File: config.mk
export PLATFORM = sky130hd
export DESIGN_NAME = tempAlertCtrl
export DESIGN_NICKNAME = d
export VERILOG_FILES = /design/src/rtl/tempAlertPkg.sv /design/src/rtl/tempAlertDatapath.sv /design/src/rtl/tempAlertControl.sv /design/src/rtl/tempAlertCtrl.sv
export SDC_FILE = /design/constraint.sdc
export NUM_CORES = 1
export LEC_CHECK = 0
export BUFFER_PORTS_ARGS = -buffer_cell sky130_fd_sc_hd__buf_2
export CAP_MARGIN = 5
export CORE_MARGIN = 2
export CORE_UTILIZATION = 42
export CTS_BUF_LIST = sky130_fd_sc_hd__clkbuf_8
export DETAILED_ROUTE_END_ITERATION = 10
export PLACE_DENSITY = 0.66
export SYNTH_ARGS = -nofsm -noshare
export SYNTH_HDL_FRONTEND = slang
export SYNTH_SLANG_ARGS = --single-unit
File: constraint.sdc
create_clock -name clk -period 5.45 [get_ports clk]
set_clock_uncertainty 0.15 [all_clocks]
set_input_delay 0.545 -clock clk [delete_from_list [all_inputs] [get_ports clk]]
set_output_delay 0.545 -clock clk [all_outputs]
set_load 0.02 [all_outputs]
File: src/rtl/tempAlertPkg.sv
package tempAlertPkg;

  localparam int FAULT_MAX = 6;
  localparam int CNT_W     = $clog2(FAULT_MAX + 1);

  // Strobes from control to datapath (run counters)
  typedef struct packed {
    logic cmpInc;
    logic cmpClr;
    logic intInc;
    logic intClr;
  } ctlStrobe_t;

  // Flags from datapath to control
  typedef struct packed {
    logic geHigh;
    logic ltLow;
    logic cmpLast;
    logic intLast;
    logic intMode;
    logic modeChange;
  } dpFlag_t;

  function automatic logic [CNT_W-1:0] faultNeed(input logic [1:0] code);
    logic [CNT_W-1:0] n;
    case (code)
      2'b00:   n = CNT_W'(1);
      2'b01:   n = CNT_W'(2);
      2'b10:   n = CNT_W'(4);
      default: n = CNT_W'(6);
    endcase
    return n;
  endfunction

endpackage

File: src/rtl/tempAlertDatapath.sv
module tempAlertDatapath
  import tempAlertPkg::*;
#(
  parameter int TEMP_W   = 12,
  parameter int HIGH_RST = 1280,
  parameter int LOW_RST  = 1200
) (
  input  logic              clk,
  input  logic              rst_n,
  input  logic              genReset,
  input  logic [TEMP_W-1:0] sampleTemp,
  input  logic              highWrEn,
  input  logic [TEMP_W-1:0] highWrData,
  input  logic              lowWrEn,
  input  logic [TEMP_W-1:0] lowWrData,
  input  logic              cfgWrEn,
  input  logic [1:0]        cfgFaultSel,
  input  logic              cfgIntMode,
  input  logic              cfgPolarity,
  input  ctlStrobe_t        strobe,
  output dpFlag_t           flags,
  output logic              polarity
);

  localparam logic [TEMP_W-1:0] HIGH_INIT = TEMP_W'(HIGH_RST);
  localparam logic [TEMP_W-1:0] LOW_INIT  = TEMP_W'(LOW_RST);
  localparam int NQ = 2;   // queue 0: comparator run, queue 1: interrupt run

  logic [TEMP_W-1:0] highReg, lowReg;
  logic [1:0]        faultReg;
  logic              modeReg, polReg;
  logic [CNT_W-1:0]  need;
  logic              modeChange;
  logic [NQ-1:0]     incVec, clrVec, lastVec;

  // Settings and limit registers
  always_ff @(posedge clk or negedge rst_n) begin
    if (!rst_n) begin
      highReg  <= HIGH_INIT;
      lowReg   <= LOW_INIT;
      faultReg <= 2'b00;
      modeReg  <= 1'b0;
      polReg   <= 1'b0;
    end else if (genReset) begin
      highReg  <= HIGH_INIT;
      lowReg   <= LOW_INIT;
      faultReg <= 2'b00;
      modeReg  <= 1'b0;
      polReg   <= 1'b0;
    end else begin
      if (highWrEn) highReg <= highWrData;
      if (lowWrEn)  lowReg  <= lowWrData;
      if (cfgWrEn) begin
        faultReg <= cfgFaultSel;
        modeReg  <= cfgIntMode;
        polReg   <= cfgPolarity;
      end
    end
  end

  assign need       = faultNeed(faultReg);
  assign modeChange = cfgWrEn && (cfgIntMode != modeReg);

  assign incVec = {strobe.intInc, strobe.cmpInc};
  assign clrVec = {strobe.intClr, strobe.cmpClr};

  // Two identical consecutive-fault run counters
  for (genvar q = 0; q < NQ; q++) begin : gQueue
    logic [CNT_W-1:0] runCnt;
    always_ff @(posedge clk or negedge rst_n) begin
      if (!rst_n)
        runCnt <= '0;
      else if (genReset || modeChange || clrVec[q])
        runCnt <= '0;
      else if (incVec[q])
        runCnt <= runCnt + 1'b1;
    end
    assign lastVec[q] = ({1'b0, runCnt} + 1'b1) >= {1'b0, need};
  end

  assign flags.geHigh     = $signed(sampleTemp) >= $signed(highReg);
  assign flags.ltLow      = $signed(sampleTemp) <  $signed(lowReg);
  assign flags.cmpLast    = lastVec[0];
  assign flags.intLast    = lastVec[1];
  assign flags.intMode    = modeReg;
  assign flags.modeChange = modeChange;
  assign polarity         = polReg;

endmodule

File: src/rtl/tempAlertControl.sv
module tempAlertControl
  import tempAlertPkg::*;
(
  input  logic       clk,
  input  logic       rst_n,
  input  logic       genReset,
  input  logic       sampleValid,
  input  logic       regReadClr,
  input  logic       alertAckClr,
  input  logic       shutdownClr,
  input  dpFlag_t    flags,
  output ctlStrobe_t strobe,
  output logic       cmpState,
  output logic       intAlert
);

  logic armHigh;
  logic sampleEff, anyClr;
  logic cmpWatch, cmpHit, cmpFire;
  logic intWatch, intActive, intHit, intFire;

  assign sampleEff = sampleValid && !genReset && !flags.modeChange;
  assign anyClr    = regReadClr || alertAckClr || shutdownClr;

  // Comparator hysteresis run
  assign cmpWatch = cmpState ? flags.ltLow : flags.geHigh;
  assign cmpHit   = sampleEff && cmpWatch;
  assign cmpFire  = cmpHit && flags.cmpLast;

  // Interrupt run, armed on one threshold at a time
  assign intWatch  = armHigh ? flags.geHigh : flags.ltLow;
  assign intActive = flags.intMode && sampleEff && !intAlert;
  assign intHit    = intActive && intWatch;
  assign intFire   = intHit && flags.intLast;

  always_comb begin
    strobe.cmpInc = cmpHit && !cmpFire;
    strobe.cmpClr = sampleEff && (!cmpWatch || cmpFire);
    strobe.intInc = intHit && !intFire;
    strobe.intClr = !flags.intMode || (intActive && (!intWatch || intFire));
  end

  always_ff @(posedge clk or negedge rst_n) begin
    if (!rst_n) begin
      cmpState <= 1'b0;
      intAlert <= 1'b0;
      armHigh  <= 1'b1;
    end else if (genReset) begin
      cmpState <= 1'b0;
      intAlert <= 1'b0;
      armHigh  <= 1'b1;
    end else begin
      if (cmpFire) cmpState <= !cmpState;
      if (!flags.intMode) begin
        intAlert <= 1'b0;
        armHigh  <= 1'b1;
      end else if (intFire) begin
        intAlert <= 1'b1;
        armHigh  <= !armHigh;
      end else if (anyClr) begin
        intAlert <= 1'b0;
      end
    end
  end

endmodule

File: src/rtl/tempAlertCtrl.sv
module tempAlertCtrl
  import tempAlertPkg::*;
#(
  parameter int TEMP_W   = 12,
  parameter int HIGH_RST = 1280,
  parameter int LOW_RST  = 1200
) (
  input  logic              clk,
  input  logic              rst_n,
  input  logic              sampleValid,
  input  logic [TEMP_W-1:0] sampleTemp,
  input  logic              highWrEn,
  input  logic [TEMP_W-1:0] highWrData,
  input  logic              lowWrEn,
  input  logic [TEMP_W-1:0] lowWrData,
  input  logic              cfgWrEn,
  input  logic [1:0]        cfgFaultSel,
  input  logic              cfgIntMode,
  input  logic              cfgPolarity,
  input  logic              regReadClr,
  input  logic              alertAckClr,
  input  logic              shutdownClr,
  input  logic              genReset,
  output logic              alertPin,
  output logic              statusBit
);

  ctlStrobe_t strobe;
  dpFlag_t    flags;
  logic       polarity;
  logic       cmpState, intAlert, alertLvl;

  tempAlertDatapath #(
    .TEMP_W  (TEMP_W),
    .HIGH_RST(HIGH_RST),
    .LOW_RST (LOW_RST)
  ) dp_i (
    .clk        (clk),
    .rst_n      (rst_n),
    .genReset   (genReset),
    .sampleTemp (sampleTemp),
    .highWrEn   (highWrEn),
    .highWrData (highWrData),
    .lowWrEn    (lowWrEn),
    .lowWrData  (lowWrData),
    .cfgWrEn    (cfgWrEn),
    .cfgFaultSel(cfgFaultSel),
    .cfgIntMode (cfgIntMode),
    .cfgPolarity(cfgPolarity),
    .strobe     (strobe),
    .flags      (flags),
    .polarity   (polarity)
  );

  tempAlertControl ctl_i (
    .clk        (clk),
    .rst_n      (rst_n),
    .genReset   (genReset),
    .sampleValid(sampleValid),
    .regReadClr (regReadClr),
    .alertAckClr(alertAckClr),
    .shutdownClr(shutdownClr),
    .flags      (flags),
    .strobe     (strobe),
    .cmpState   (cmpState),
    .intAlert   (intAlert)
  );

  assign alertLvl  = flags.intMode ? intAlert : cmpState;
  assign alertPin  = !(alertLvl ^ polarity);
  assign statusBit = !(cmpState ^ polarity);

endmodule

After elaboration in Yosys (flattened, before gate mapping) --
Index checks and enable logic that the tools add are counted. Widths: inputs -> output; s select.
Cells by class: equal/unequal tests 5, shift operators 0, add/subtract/negate cells 4, magnitude comparators 4, mux-type cells 27, reductions and logical operators 40, div/mod/pow operators 0, $mul 0, bitwise gates (word level) 2
Operators by type and width (count):
- $mux 12 | 4
- $mux 1 | 16
- $logic_and 1x1->1 | 13
- $ge 12x12->1 | 1
- $logic_not 1->1 | 12
- $lt 12x12->1 | 1
- $mux 3 | 4
- $reduce_bool 2->1 | 6
- $pmux 3 s3 | 1
- $add 3x1->4 const B | 2
- $ge 4x3->1 | 2
- $logic_or 1x1->1 | 8
- $add 3x1->3 const B | 2
- $mux 2 | 2
- $ne 4x2->1 const B | 1
- $ne 3x2->1 const B | 1
- $eq 2x1->1 const B | 1
- $eq 2x2->1 const B | 1
- $logic_not 2->1 | 1
- $xor 1x1->1 | 2
- $ne 1x1->1 | 1
Storage, ports and cells: word-level logic and storage cells 92, memories kept 0, output and inout port bits 2, bits in writable memories 0, ROM bits 0, input bits 50, register bits after elaboration 37, bits in latches 0

Depth between registers and ports, before layout --
Gate-level depths: netlist of the first run.
depth in word-level cells 13, mapped depth 8, depth with buffers taken out 8

Modules after synthesis --
From an unflattened synthesis of the first run, not the netlist that was laid out.
Unflattened totals: cell total of the unflattened synthesis 251, area total of the unflattened synthesis 2444.8 um2
Modules (own cells, without submodules):
- tempAlertDatapath | seq. area each 858.3 um2, area each 2193.4 um2, times used 1, cells each 222
- tempAlertControl | seq. area each 76.3 um2, area each 224.0 um2, times used 1, cells each 26
- tempAlertCtrl | seq. area each 0.0 um2, area each 27.5 um2, times used 1, cells each 3

Least setup slack after synthesis of the first run --
No wires, ideal clock.
path type input port to flip-flop, from input sampleTemp[11], to register dp_i.gQueue[0].runCnt[2], setup slack 3.161 ns, required time 5.174 ns, arrival time 2.013 ns, setup time 0.126 ns, cell stages on the path 7, buffers on the path 0, cells stage by stage ha_1 -> nand4_2 -> o311ai_2 -> nand2_1 -> mux2i_2 -> nor3_2 -> a221o_1
Between the ends: longest elaborated chain between the ends 8, elaborated cells between the ends (all ways) 13, those cells by class order compare (2); mux (2); reduce/logical (9)
Ends and longest elaborated chain:
- start, declared | line tempAlertCtrl.sv:11 | input logic [TEMP_W-1:0] sampleTemp,
- $ge 12x12->1 / $lt 12x12->1 (equally long branches) | line tempAlertDatapath.sv:81, tempAlertDatapath.sv:82
- $mux 1 * | line tempAlertControl.sv:26 | assign cmpWatch = cmpState ? flags.ltLow : flags.geHigh;
- $logic_and 1x1->1 | line tempAlertControl.sv:27 | assign cmpHit = sampleEff && cmpWatch;
- $logic_and 1x1->1 | line tempAlertControl.sv:28 | assign cmpFire = cmpHit && flags.cmpLast;
- $logic_or 1x1->1 | line tempAlertControl.sv:38 | strobe.cmpClr = sampleEff && (!cmpWatch || cmpFire);
- $logic_and 1x1->1 | line tempAlertControl.sv:38
- $logic_or 1x1->1 | line tempAlertDatapath.sv:73 | else if (genReset || modeChange || clrVec[q])
- $mux 3 / $reduce_bool 2->1 (equally long branches)
- end signal, assigned | line tempAlertDatapath.sv:76 | runCnt <= runCnt + 1'b1;
- end, declared | line tempAlertDatapath.sv:69 | logic [CNT_W-1:0] runCnt;
Mark *: on every way between the ends. The rest lies on a longest branch, timed or not. A chain may end at the register's enable or synchronous reset.

Worst setup path after layout of the first run --
from register dp_i.lowReg[7], to register dp_i.gQueue[0].runCnt[2]
Between the ends: longest elaborated chain between the ends 8, elaborated cells between the ends (all ways) 12, those cells by class order compare (1); mux (2); reduce/logical (9)
Ends and longest elaborated chain:
- start, declared | line tempAlertDatapath.sv:29 | logic [TEMP_W-1:0] highReg, lowReg;
- start signal, assigned | line tempAlertDatapath.sv:52 | if (lowWrEn) lowReg <= lowWrData;
- $lt 12x12->1 * | line tempAlertDatapath.sv:82 | assign flags.ltLow = $signed(sampleTemp) < $signed(lowReg);
- $mux 1 * | line tempAlertControl.sv:26
- $logic_and 1x1->1 | line tempAlertControl.sv:27
- $logic_and 1x1->1 | line tempAlertControl.sv:28
- $logic_or 1x1->1 | line tempAlertControl.sv:38
- $logic_and 1x1->1 | line tempAlertControl.sv:38
- $logic_or 1x1->1 | line tempAlertDatapath.sv:73
- $mux 3 / $reduce_bool 2->1 (equally long branches)
Marked as above.

==> results summary, run 1 <==
In the final layout, flip-flops and latches occupy 934.6 µm². Based on the critical path, the design can be clocked at up to 0.4202 GHz. The detail-routed via count per cell is 5.055. The most common cell in the synthesized netlist is inv_1. The worst-path maximum fanout is 3. The share of post-route cells with drive strength above 1 is 24.27%. The top flip-flop cell by instance count after synthesis is dfrtp_1. Counting the fill cells in the layout gives 547.

The count of boundary I/O pins is 52. The slew at the pin with the worst max-slew slack came out at 0.8540 ns. Summed over all instances, the cell type with the most area after synthesis is dfrtp_1. The number of instances in the synthesized netlist came out at 258.

The share of flip-flops with an asynchronous set or reset came out at 100.0%. The final layout contains routed wiring with a total length of 5.150 mm. In this run the tool buffered the top-level ports with 51 buffer cells. The delay of the slowest critical-path stage came out at 0.52 ns. The kind of critical path is register to register.

Dividing the detail-routed wire length by the instance count gives 13.52 µm. The die footprint came out at 6517 µm². The number of buffers and inverters on the critical path came out at 1. Across all register-to-register paths, the minimum setup slack is 3.07 ns. The final layout net count is 389. After global routing the overflow that remains totals 0. The final max-slew violation count is 0. The total power of the final layout came out at 0.0006216 W. TritonCTS built the clock tree.

The run finished with clean final reports. The count of yosys warnings during synthesis is 0. In this run the mean area of a mapped cell was 9.583 µm².

The initial antenna violation count came out at 0. Clock tree synthesis selected as its root buffer the cell clkbuf_8. The first-pass GRT wire length came out at 8.845 mm. In this run the remaining antenna-violating nets after routing total 0. The netlist area before placement came out at 2472 µm².

The die boundary height came out at 80.73 µm. The setup-violating endpoint count in the final report came out at 0. The first TritonRoute pass finished after 4 iterations. For the worst setup path, the data required time is 5.47 ns. The count of endpoints failing hold in the final timing report came out at 0.

For the worst-skew pair, the clock arrives at the later sink with an insertion delay of 0.29 ns. The CTS H-tree depth came out at 2. The number of global-route vias before repair is 1972. For this block, the via count after detailed routing is 1926. By area the synthesized netlist is led by dfrtp_1 (30%), ha_1 (16%), mux2i_1 (10%). The total CTS buffers came out at 5. The number of inserted diodes came out at 0. Relative to the synthesized area, the layout overhead comes to 16.40%. The maximum number of pins on one net before global-route repair is 38. The minimum period implied by the final worst setup slack came out at 2.380 ns.

The total core area is 5608 µm². Hold repair after CTS inserted 0 buffers. The number of cells upsized or downsized after cts is 0. The sequential fraction of the synthesis area is 37.80%.

The detailed router finished its first iteration with 66 violations. The count of flip-flops with a built-in enable after synthesis is 0. The number of buffers on the longest clock path came out at 2.

After legalization and detailed placement, the total HPWL measured 4.078 mm. The worst setup path is captured at a register. The area used by multi-input combinational logic is 1376 µm².

The worst slew slack as a fraction of its limit is 43.07%. In the synthesized netlist, the cells that appear most often are inv_1 (35), ha_1 (31), dfrtp_1 (30). The peak supply drop is 98.94 µV. The total nets after synthesis came out at 339. After clock tree synthesis, the clock-pin slew on the worst setup and hold paths is 0.07 ns. The number of rows created at floorplan came out at 27.

The starting density of the core is 44.09%. Adding up every negative setup slack in the final design gives 0 ns. The post-CTS repair timing setup buffer count is 0.

The number of different library cells used by synthesis comes to 47. Synthesis inferred 37 register bits. The chip width came out at 80.73 µm. The signal on the critical path passes through inv_1, ha_1, a21oi_1, o221ai_1, a21oi_2, mux2i_2, nor3_2, a221o_1. Of the available clock period, the critical path in the final layout requires 43.67%.

In the routed design, unresolved DRC markers number 0. Across the run, the number of max-cap violations was 0. The total routing usage reported by global routing came out at 17.84%. The path class of the tightest hold or removal check is primary input to async pin.

The data arrival time of the worst path is 2.40 ns. STA classifies the critical path startpoint as a register. At the end of routability-driven placement, the weighted congestion stood at 0.8334.

The area share of the largest cell type after synthesis is 30.36%. The slowest library cell on the worst path is dfstp_2. The areal power density over the cells is 216.0 nW/µm². In this design, the largest share of critical-path delay is due to compound AO/OA/AOI/OAI gates. The number of sinks on the clock net came out at 37. Setup repair after global routing left no endpoint under its margin. In this run the static leakage power is 1.495 nW.
[stage by stage]
stage / setup WS, ns / util (%) / hold slack (ns) / cells / instance area (µm²)
final: 3.070 / 51.32 / 0.2176 / 381 / 2878
after global routing: 2.895 / 51.32 / 0.2797 / 381 / 2878
after CTS: 3.086 / 51.32 / 0.2390 / 381 / 2878
after detailed placement: 2.918 / 49.71 / 0.3606 / 373 / 2788
after global placement: 2.939 / 49.71 / 0.3463 / 373 / 2788
after floorplan: 3.161 / - / 0.09941 / 258 / 2472
[metal layers]
metal | vias to the layer above | share of wire (%) | routed length [µm] | global-route usage [%]
met2 | 34 | 47 | 2440 | 29.50
li1 | 991 | - | - | -
met5 | - | 0 | 0 | 0
met4 | 0 | 1.2 | 62 | 5.593
met3 | 7 | 4.7 | 240 | 4.607
met1 | 894 | 47 | 2407 | 22.86
[power by group]
group | internal [W] | switching (W)
clock | 0.0000994 | 0.0000939
combinational | 0.0000566 | 0.0000732
sequential | 0.000290 | 0.00000855
[placed cells by master, fill, tap and decap left out, types with 6 or more instances in the layout]
cell type	n
nand2_1	18
dfstp_2	7
ha_1	31
a21oi_1	11
o211ai_1	7
clkbuf_8	6
buf_2	51
inv_1	37
dfrtp_1	30
nor2_1	29
mux2i_1	25
[final cells by class]
type	instances	share of cell area [%]
Clock buffer	6	2.870
Clock inverter	2	0.2609
Inverter	35	4.565
Multi-Input combinational cell	178	47.83
Sequential cell	37	32.48
Tap cell	72	3.130
Timing Repair Buffer	51	8.870
[cells by family (layout without fill, tap and decap cells)]
logic type	Yosys count	in the layout	synth area share [%]
fa+ha+maj	31	31	15.69
compound gates	41	41	11.49
buf+inv	43	94	6.529
simple gates	73	73	15.03
mux	28	28	11.69
flops	37	37	37.80
xor+xnor	5	5	1.771
[state kept, by name (all words and copies together), names as in the netlist]
register	cells
ctl_i.armHigh	1
dp_i.gQueue.runCnt	6
dp_i.faultReg	2
ctl_i.cmpState	1
dp_i.highReg	12
dp_i.modeReg	1
dp_i.lowReg	12
ctl_i.intAlert	1
dp_i.polarity	1
[final timing paths]
| path | startpoint | end | cells after the start |
|---|---|---|---|
| max reg2reg | dp_i.lowReg[7]$_DFFE_PN1P_ | dp_i.gQueue[0].runCnt[2]$_DFFE_PN0P_ | 8 |
| max in group asynchronous | rst_n | dp_i.highReg[5]$_DFFE_PN0P_ | 1 |
| max | dp_i.lowReg[7]$_DFFE_PN1P_ | dp_i.gQueue[0].runCnt[2]$_DFFE_PN0P_ | 8 |
| min reg2reg | dp_i.lowReg[0]$_DFFE_PN0P_ | dp_i.lowReg[0]$_DFFE_PN0P_ | 2 |
| min in group clk | lowWrData[4] | dp_i.lowReg[4]$_DFFE_PN1P_ | 3 |
| min | rst_n | dp_i.modeReg$_DFFE_PN0P_ | 1 |
Note: power is estimated with default switching activity, not from simulation.
==> inputs of run 2 (changes only) <==
==> constraint.sdc (replaced) <==
create_clock -name clk -period 2.3 [get_ports clk]
set_clock_uncertainty 0.15 [all_clocks]
set_input_delay 0.23 -clock clk [delete_from_list [all_inputs] [get_ports clk]]
set_output_delay 0.23 -clock clk [all_outputs]
set_load 0.02 [all_outputs]
==> results summary, run 2 (synthesis results as in run 1) <==
The fmax came out at 0.4429 GHz (was 0.4202 GHz). The initial antenna violation count came out at 0 (unchanged). The worst slew slack as a fraction of its limit is 44.30% (was 43.07%).

The minimum period implied by the final worst setup slack was 2.258 ns (was 2.380 ns). The maximum number of pins on one net before global-route repair is 38 (unchanged). The slew at the pin with the worst max-slew slack came out at 0.8356 ns (was 0.8540 ns). The post-CTS repair timing setup buffer count came out at 0 (unchanged). The cell at the root of the clock tree is clkbuf_8 (unchanged).

The final layout net count came to 391 (was 389). The required time at the worst-slack endpoint came out at 2.33 ns (was 5.47 ns). The chip width is 80.73 µm (unchanged). The overall routed net length came out at 5.421 mm (was 5.150 mm). The met2 track utilization from global routing came out at 30.67% (was 29.50%).

The total routing usage reported by global routing came out at 18.10% (was 17.84%). The total number of vias was 1972 (was 1926). The setup-violating endpoint count in the final report came out at 0 (unchanged). The share of post-route cells with drive strength above 1 came out at 29.35% (was 24.27%). The max-capacitance violation count is 0 (unchanged). The number of nets with antenna violations after detailed routing came out at 0 (unchanged). The slowest library cell on the worst path is dfstp_2 (unchanged).

Outcome: completed (unchanged). The total leakage power is 1.509 nW (was 1.495 nW). The number of inserted diodes was 0 (unchanged). The die boundary height came out at 80.73 µm (unchanged). The cell type group with the largest total delay on the critical path is flip-flops (was compound AO/OA/AOI/OAI gates). The most common library cell in the layout ignoring fill and taps is buf_2 (unchanged). The initial detailed-routing violation count is 62 (was 66). The final max-slew violation count is 0 (unchanged). The count of endpoints failing hold in the final timing report is 0 (unchanged). The met1 demand-to-capacity share in global routing is 22.10% (was 22.86%). The layout-stage area growth over the synthesis result came out at 21.51% (was 16.40%). The detail-routed via count per cell came out at 5.162 (was 5.055). The total CTS buffers is 5 (unchanged). The areal power density over the cells was 494.8 nW/µm² (was 216.0 nW/µm²). The path type of the worst min-delay path is primary input to register (was primary input to async pin). The HPWL after detailed placement came out at 4.056 mm (was 4.078 mm). The share of the clock period used by the worst path after layout is 98.18% (was 43.67%). The source-to-sink clock delay at the later pin of the worst-skew pair is 0.29 ns (about the same).

The delay of the slowest critical-path stage is 0.53 ns (was 0.52 ns). The starting density of the core was 44.09% (unchanged). The met3 track demand over resource came out at 5.169% (was 4.607%). Most frequent cells in the layout: buf_2 (51), inv_1 (34), dfrtp_1 (30), nor2_1 (29), ha_1 (27) (was buf_2 (51), inv_1 (37), ha_1 (31), dfrtp_1 (30), nor2_1 (29)).

The peak-usage layer in the global routing report was met2 (unchanged). The first-pass GRT wire length was 8.997 mm (was 8.845 mm). The startpoint type of the worst setup path is a register (unchanged). The total core area was 5608 µm² (unchanged). The number of inserted filler cells in the final layout was 523 (was 547). The count of boundary I/O pins was 52 (unchanged). The number of detailed-routing iterations run before antenna repair came out at 4 (unchanged). The clock tree from TritonCTS is yes (unchanged).

The routed wirelength normalized by instance count came out at 14.19 µm (was 13.52 µm). The number of I/O port buffers came to 51 (unchanged). RSZ-0062 raised after global routing: yes (was no). The number of sinks on the clock net was 37 (unchanged). The worst hold path begins at lowWrData[4]. The worst-path maximum fanout was 3 (unchanged). The total power of the final layout is 0.001486 W (was 0.0006216 W). The origin of the critical flop-to-flop path is dp_i.lowReg[10]$_DFFE_PN1P_ (was dp_i.lowReg[7]$_DFFE_PN1P_). The post-CTS clock slew at the launch and capture registers of the worst setup and hold paths is 0.07 ns (about the same). The start point of the critical path is dp_i.lowReg[10]$_DFFE_PN1P_ (was dp_i.lowReg[7]$_DFFE_PN1P_). The CTS H-tree depth came to 2 (unchanged). The number of buffers on the longest clock path is 2 (unchanged). The kind of critical path is register to register (unchanged). The global route total overflow is 0 (unchanged).

The number of rows created at floorplan is 27 (unchanged). The number of global-route vias before repair is 2005 (was 1972). Critical path cell sequence: inv_2, ha_4, nand4_4, nor4_4, a21oi_4, mux2i_2, nor3_2, a221o_1 (was inv_1, ha_1, a21oi_1, o221ai_1, a21oi_2, mux2i_2, nor3_2, a221o_1). The post-route DRC violation count is 0 (unchanged).

The peak supply drop came to 362.1 µV (was 98.94 µV). The number of buffers and inverters on the critical path came out at 1 (unchanged). The tightest hold margin came out at 0.02794 ns (was 0.2176 ns). The die footprint was 6517 µm² (unchanged). The critical path endpoint category is a register (unchanged). The routability congestion estimate is 0.7686 (was 0.8334). Registers with the most flip-flops: dp_i.highReg x12, dp_i.lowReg x12, dp_i.gQueue.runCnt x6 (unchanged). The data arrival time of the worst path came to 2.28 ns (was 2.40 ns).
## run 2: cell count changes in the layout (fill, tap and decap cells not counted), moves of 2 or more
cell,previous run,this run
inv_2,0,2
inv_1,37,34
ha_4,0,4
nor4_2,0,2
a21oi_2,1,3
ha_1,31,27
o21ai_1,1,3
nor4_1,2,0
a21oi_1,11,8
o21ai_0,5,3
## run 2: path summary, 6_finish.rpt
check	slack (ns)	depth (start not counted)	end
setup / recovery	0.04	8	dp_i.gQueue[0].runCnt[2]$_DFFE_PN0P_
hold / removal	0.03	3	dp_i.lowReg[4]$_DFFE_PN1P_
setup reg to reg	0.04	8	dp_i.gQueue[0].runCnt[2]$_DFFE_PN0P_
hold reg to reg	0.37	2	dp_i.lowReg[0]$_DFFE_PN0P_
max in group asynchronous	1.04	2	dp_i.lowReg[6]$_DFFE_PN0P_
min in group asynchronous	0.43	2	dp_i.gQueue[1].runCnt[2]$_DFFE_PN0P_
## run 2: cell type report
cell class,instances,area [µm²],share of cell area (%)
flip-flops and latches,37,934.6,31.11
repair buffers,53,272.8,9.080
clock buffers,5,68.82,2.291
well taps,72,90.09,2.999
inverters,35,131.4,4.373
clock inverters,2,8.758,0.2915
multi-input cells,178,1498,49.85
## run 2: metal layers
layer / wire, µm / vias to the layer above
li1: - / 990
met1: 2398 / 927
met2: 2647 / 46
met3: 301 / 9
met4: 73 / 0
met5: 0 / -
## run 2: repair_timing
action / 4_1_cts / 5_1_grt
hold buffers: 1 / 0
resized for setup: 4 / 17
endpoints found under the setup margin: 2 / 9
hold endpoints to repair: 30 / 0
pin swaps: 2 / 8
## run 2: per-stage QoR
step           cells  utilization, %    TNS, ns  worst slack (ns)  cell area (µm²)
6_report         382           53.57          0           0.04194             3004
3_3_place_gp     374           49.84  -0.007073         -0.007073             2795
5_1_grt          382           53.57   -0.03670          -0.03290             3004
3_5_place_dp     374           49.84   -0.04306          -0.03573             2795
4_1_cts          382           52.19          0           0.05441             2927
2_1_floorplan    258               -          0           0.07593             2472
## run 2: tightest hold or removal path, cell delays in order
cell and delay [ns]:
buf_2 0.09, nand2_1 0.05, o211ai_1 0.08
## run 2: where the power goes
part	internal [W]	leakage, nW	total (W)	switching, W
registers	0.000687	0.477	0.000707	0.0000198
logic	0.000156	0.987	0.000353	0.000197
clock network	0.000202	0.0452	0.000426	0.000225
==> inputs of run 3 (changes only) <==
==> constraint.sdc (replaced) <==
create_clock -name clk -period 2.3 [get_ports clk]
set_clock_uncertainty 0.15 [all_clocks]
set_input_delay 0.46 -clock clk [delete_from_list [all_inputs] [get_ports clk]]
set_output_delay 0.46 -clock clk [all_outputs]
set_load 0.02 [all_outputs]
==> results summary, run 3 (synthesis results as in run 1) <==
The pre-CTS setup slack came to -0.1271 ns (was -0.03573 ns). The source-to-sink clock delay at the later pin of the worst-skew pair came out at 0.29 ns (about the same). The cell type group with the largest total delay on the critical path is compound AO/OA/AOI/OAI gates (was flip-flops). The number of detailed-routing iterations run before antenna repair came out at 4 (unchanged). The slowest library cell on the worst path is dfstp_2 (unchanged).

The share of post-route cells with drive strength above 1 came to 28.89% (was 29.35%). The worst-path maximum fanout was 3 (unchanged). The layout-stage area growth over the synthesis result came out at 22.12% (was 21.51%). The die boundary height is 80.73 µm (unchanged).

The total core area came to 5608 µm² (unchanged). The count of endpoints failing hold in the final timing report came out at 0 (unchanged). The worst slew slack as a fraction of its limit is 67.80% (was 44.30%). The required time at the worst-slack endpoint is 2.33 ns (about the same).

The number of buffers and inverters on the critical path is 1 (unchanged). The peak supply drop was 269.8 µV (was 362.1 µV). The initial detailed-routing violation count is 86 (was 62). The final instance area was 3019 µm² (was 3004 µm²).

The worst-case setup margin in the final layout was 0.02823 ns (was 0.04194 ns). The path type of the worst min-delay path was primary input to async pin (was primary input to register). The critical path endpoint category is a register (unchanged).

The number of sinks on the clock net is 37 (unchanged). The total routing usage reported by global routing is 18.43% (was 18.10%). Most frequent cells in the layout: buf_2 (51), inv_1 (36), dfrtp_1 (30), nor2_1 (29), ha_1 (28) (was buf_2 (51), inv_1 (34), dfrtp_1 (30), nor2_1 (29), ha_1 (27)).

Outcome: completed (unchanged). The startpoint type of the worst setup path is a register (unchanged). The final max-slew violation count is 0 (unchanged). The first-pass GRT wire length is 9.246 mm (was 8.997 mm).

The number of hold buffers added after CTS is 0 (was 1). The total leakage power came out at 1.543 nW (was 1.509 nW). The minimum period implied by the final worst setup slack came out at 2.272 ns (was 2.258 ns).

The number of inserted diodes came out at 0 (unchanged). The areal power density over the cells is 504.1 nW/µm² (was 494.8 nW/µm²). The clock tree from TritonCTS is yes (unchanged).

The detail-routed via count per cell came out at 5.106 (was 5.162). The cell area reported after detailed placement came to 2833 µm² (was 2795 µm²). The origin of the critical flop-to-flop path is dp_i.lowReg[7]$_DFFE_PN1P_ (was dp_i.lowReg[10]$_DFFE_PN1P_). The final design utilization is 53.84% (was 53.57%). The data arrival time of the worst path came out at 2.30 ns (was 2.28 ns). The tightest hold margin is 0.05934 ns (was 0.02794 ns). The post-CTS clock slew at the launch and capture registers of the worst setup and hold paths is 0.07 ns (about the same). The routed wirelength normalized by instance count was 13.70 µm (was 14.19 µm). Registers with the most flip-flops: dp_i.highReg x12, dp_i.lowReg x12, dp_i.gQueue.runCnt x6 (unchanged). The CTS H-tree depth came out at 2 (unchanged).

The share of the clock period used by the worst path after layout is 98.77% (was 98.18%). The start point of the critical path is dp_i.lowReg[7]$_DFFE_PN1P_ (was dp_i.lowReg[10]$_DFFE_PN1P_). The total power of the final layout came out at 0.001522 W (was 0.001486 W). The setup-violating endpoint count in the final report is 0 (unchanged). The overall routed net length came out at 5.301 mm (was 5.421 mm). The kind of critical path is register to register (unchanged). The most common library cell in the layout ignoring fill and taps was buf_2 (unchanged). RSZ-0062 raised after global routing: yes (unchanged).

The routability congestion estimate came out at 0.8242 (was 0.7686). The cell at the root of the clock tree is clkbuf_8 (unchanged). The fmax came to 0.4402 GHz (was 0.4429 GHz).

The starting density of the core came out at 44.09% (unchanged). The number of rows created at floorplan is 27 (unchanged). The delay of the slowest critical-path stage was 0.52 ns (was 0.53 ns). The number of I/O port buffers is 51 (unchanged). The number of buffers on the longest clock path came out at 2 (unchanged). The HPWL after detailed placement came out at 4.176 mm (was 4.056 mm).

The final layout net count is 395 (was 391). Critical path cell sequence: inv_1, ha_4, a21oi_2, o221ai_1, a21oi_4, mux2i_2, nor3_2, a221o_1 (was inv_2, ha_4, nand4_4, nor4_4, a21oi_4, mux2i_2, nor3_2, a221o_1). The initial antenna violation count is 0 (unchanged). The post-route DRC violation count is 0 (unchanged). The chip width came to 80.73 µm (unchanged). The total number of vias was 1976 (was 1972). The max-capacitance violation count came out at 0 (unchanged). The count of boundary I/O pins is 52 (unchanged). The number of nets with antenna violations after detailed routing is 0 (unchanged). The total CTS buffers came out at 5 (unchanged). The die footprint came out at 6517 µm² (unchanged).

The global route total overflow is 0 (unchanged). The worst setup slack for register-to-register paths came out at 0.03 ns (was 0.04 ns). The slew at the pin with the worst max-slew slack is 0.4830 ns (was 0.8356 ns). The maximum number of pins on one net before global-route repair is 38 (unchanged). The number of global-route vias before repair came out at 1994 (was 2005).
-- run 3: cell types whose count changed in the layout (fill, tap and decap cells not counted), sizes merged --
cell,previous run,this run
buf,52,57
clkbuf,5,6
clkinv,1,0
dlygate4sd3,1,0
inv,36,37
-- run 3: report_power, final --
part / internal [W] / switching, W
clock network: 0.000236 / 0.000230
registers: 0.000687 / 0.0000200
logic: 0.000158 / 0.000192
total: 0.00108 / 0.000441
-- run 3: stage by stage --
stage                     instances  TNS [ns]
after detailed placement        379   -0.6912
after global routing            387   -0.1469
after CTS                       387         0
final                           387         0
after global placement          379   -0.1676
after floorplan                 258         0
-- run 3: final timing paths --
kind / end / cells after the start
worst min-delay path: dp_i.gQueue[1].runCnt[2]$_DFFE_PN0P_ / 2
min in group clk: dp_i.lowReg[4]$_DFFE_PN1P_ / 3
max in group asynchronous: dp_i.highReg[10]$_DFFE_PN1P_ / 2
worst max-delay path: dp_i.gQueue[0].runCnt[2]$_DFFE_PN0P_ / 8
worst min register to register: dp_i.highReg[6]$_DFFE_PN0P_ / 2
worst max register to register: dp_i.gQueue[0].runCnt[2]$_DFFE_PN0P_ / 8
-- run 3: layer usage --
metal / share of wire [%] / vias to the layer above / track usage [%]
met4: 1.1 / 0 / 4.915
met5: 0 / - / 0
met3: 4.6 / 5 / 4.831
met1: 47 / 930 / 23.96
met2: 47 / 38 / 30.50
li1: - / 1003 / -
-- run 3: final cells by class --
class / instances / area, µm²
inverter: 35 / 131.4
multi-input combinational: 178 / 1473
tap: 72 / 90.09
sequential: 37 / 934.6
clock inverter: 2 / 7.507
timing repair buffer: 57 / 300.3
clock buffer: 6 / 82.58
fill: 542 / 2589
-- run 3: repair_timing --
item	4_1_cts	5_1_grt
pin swaps	1	4
setup buffers	0	0
resized for setup	10	4
setup endpoints to repair	8	7
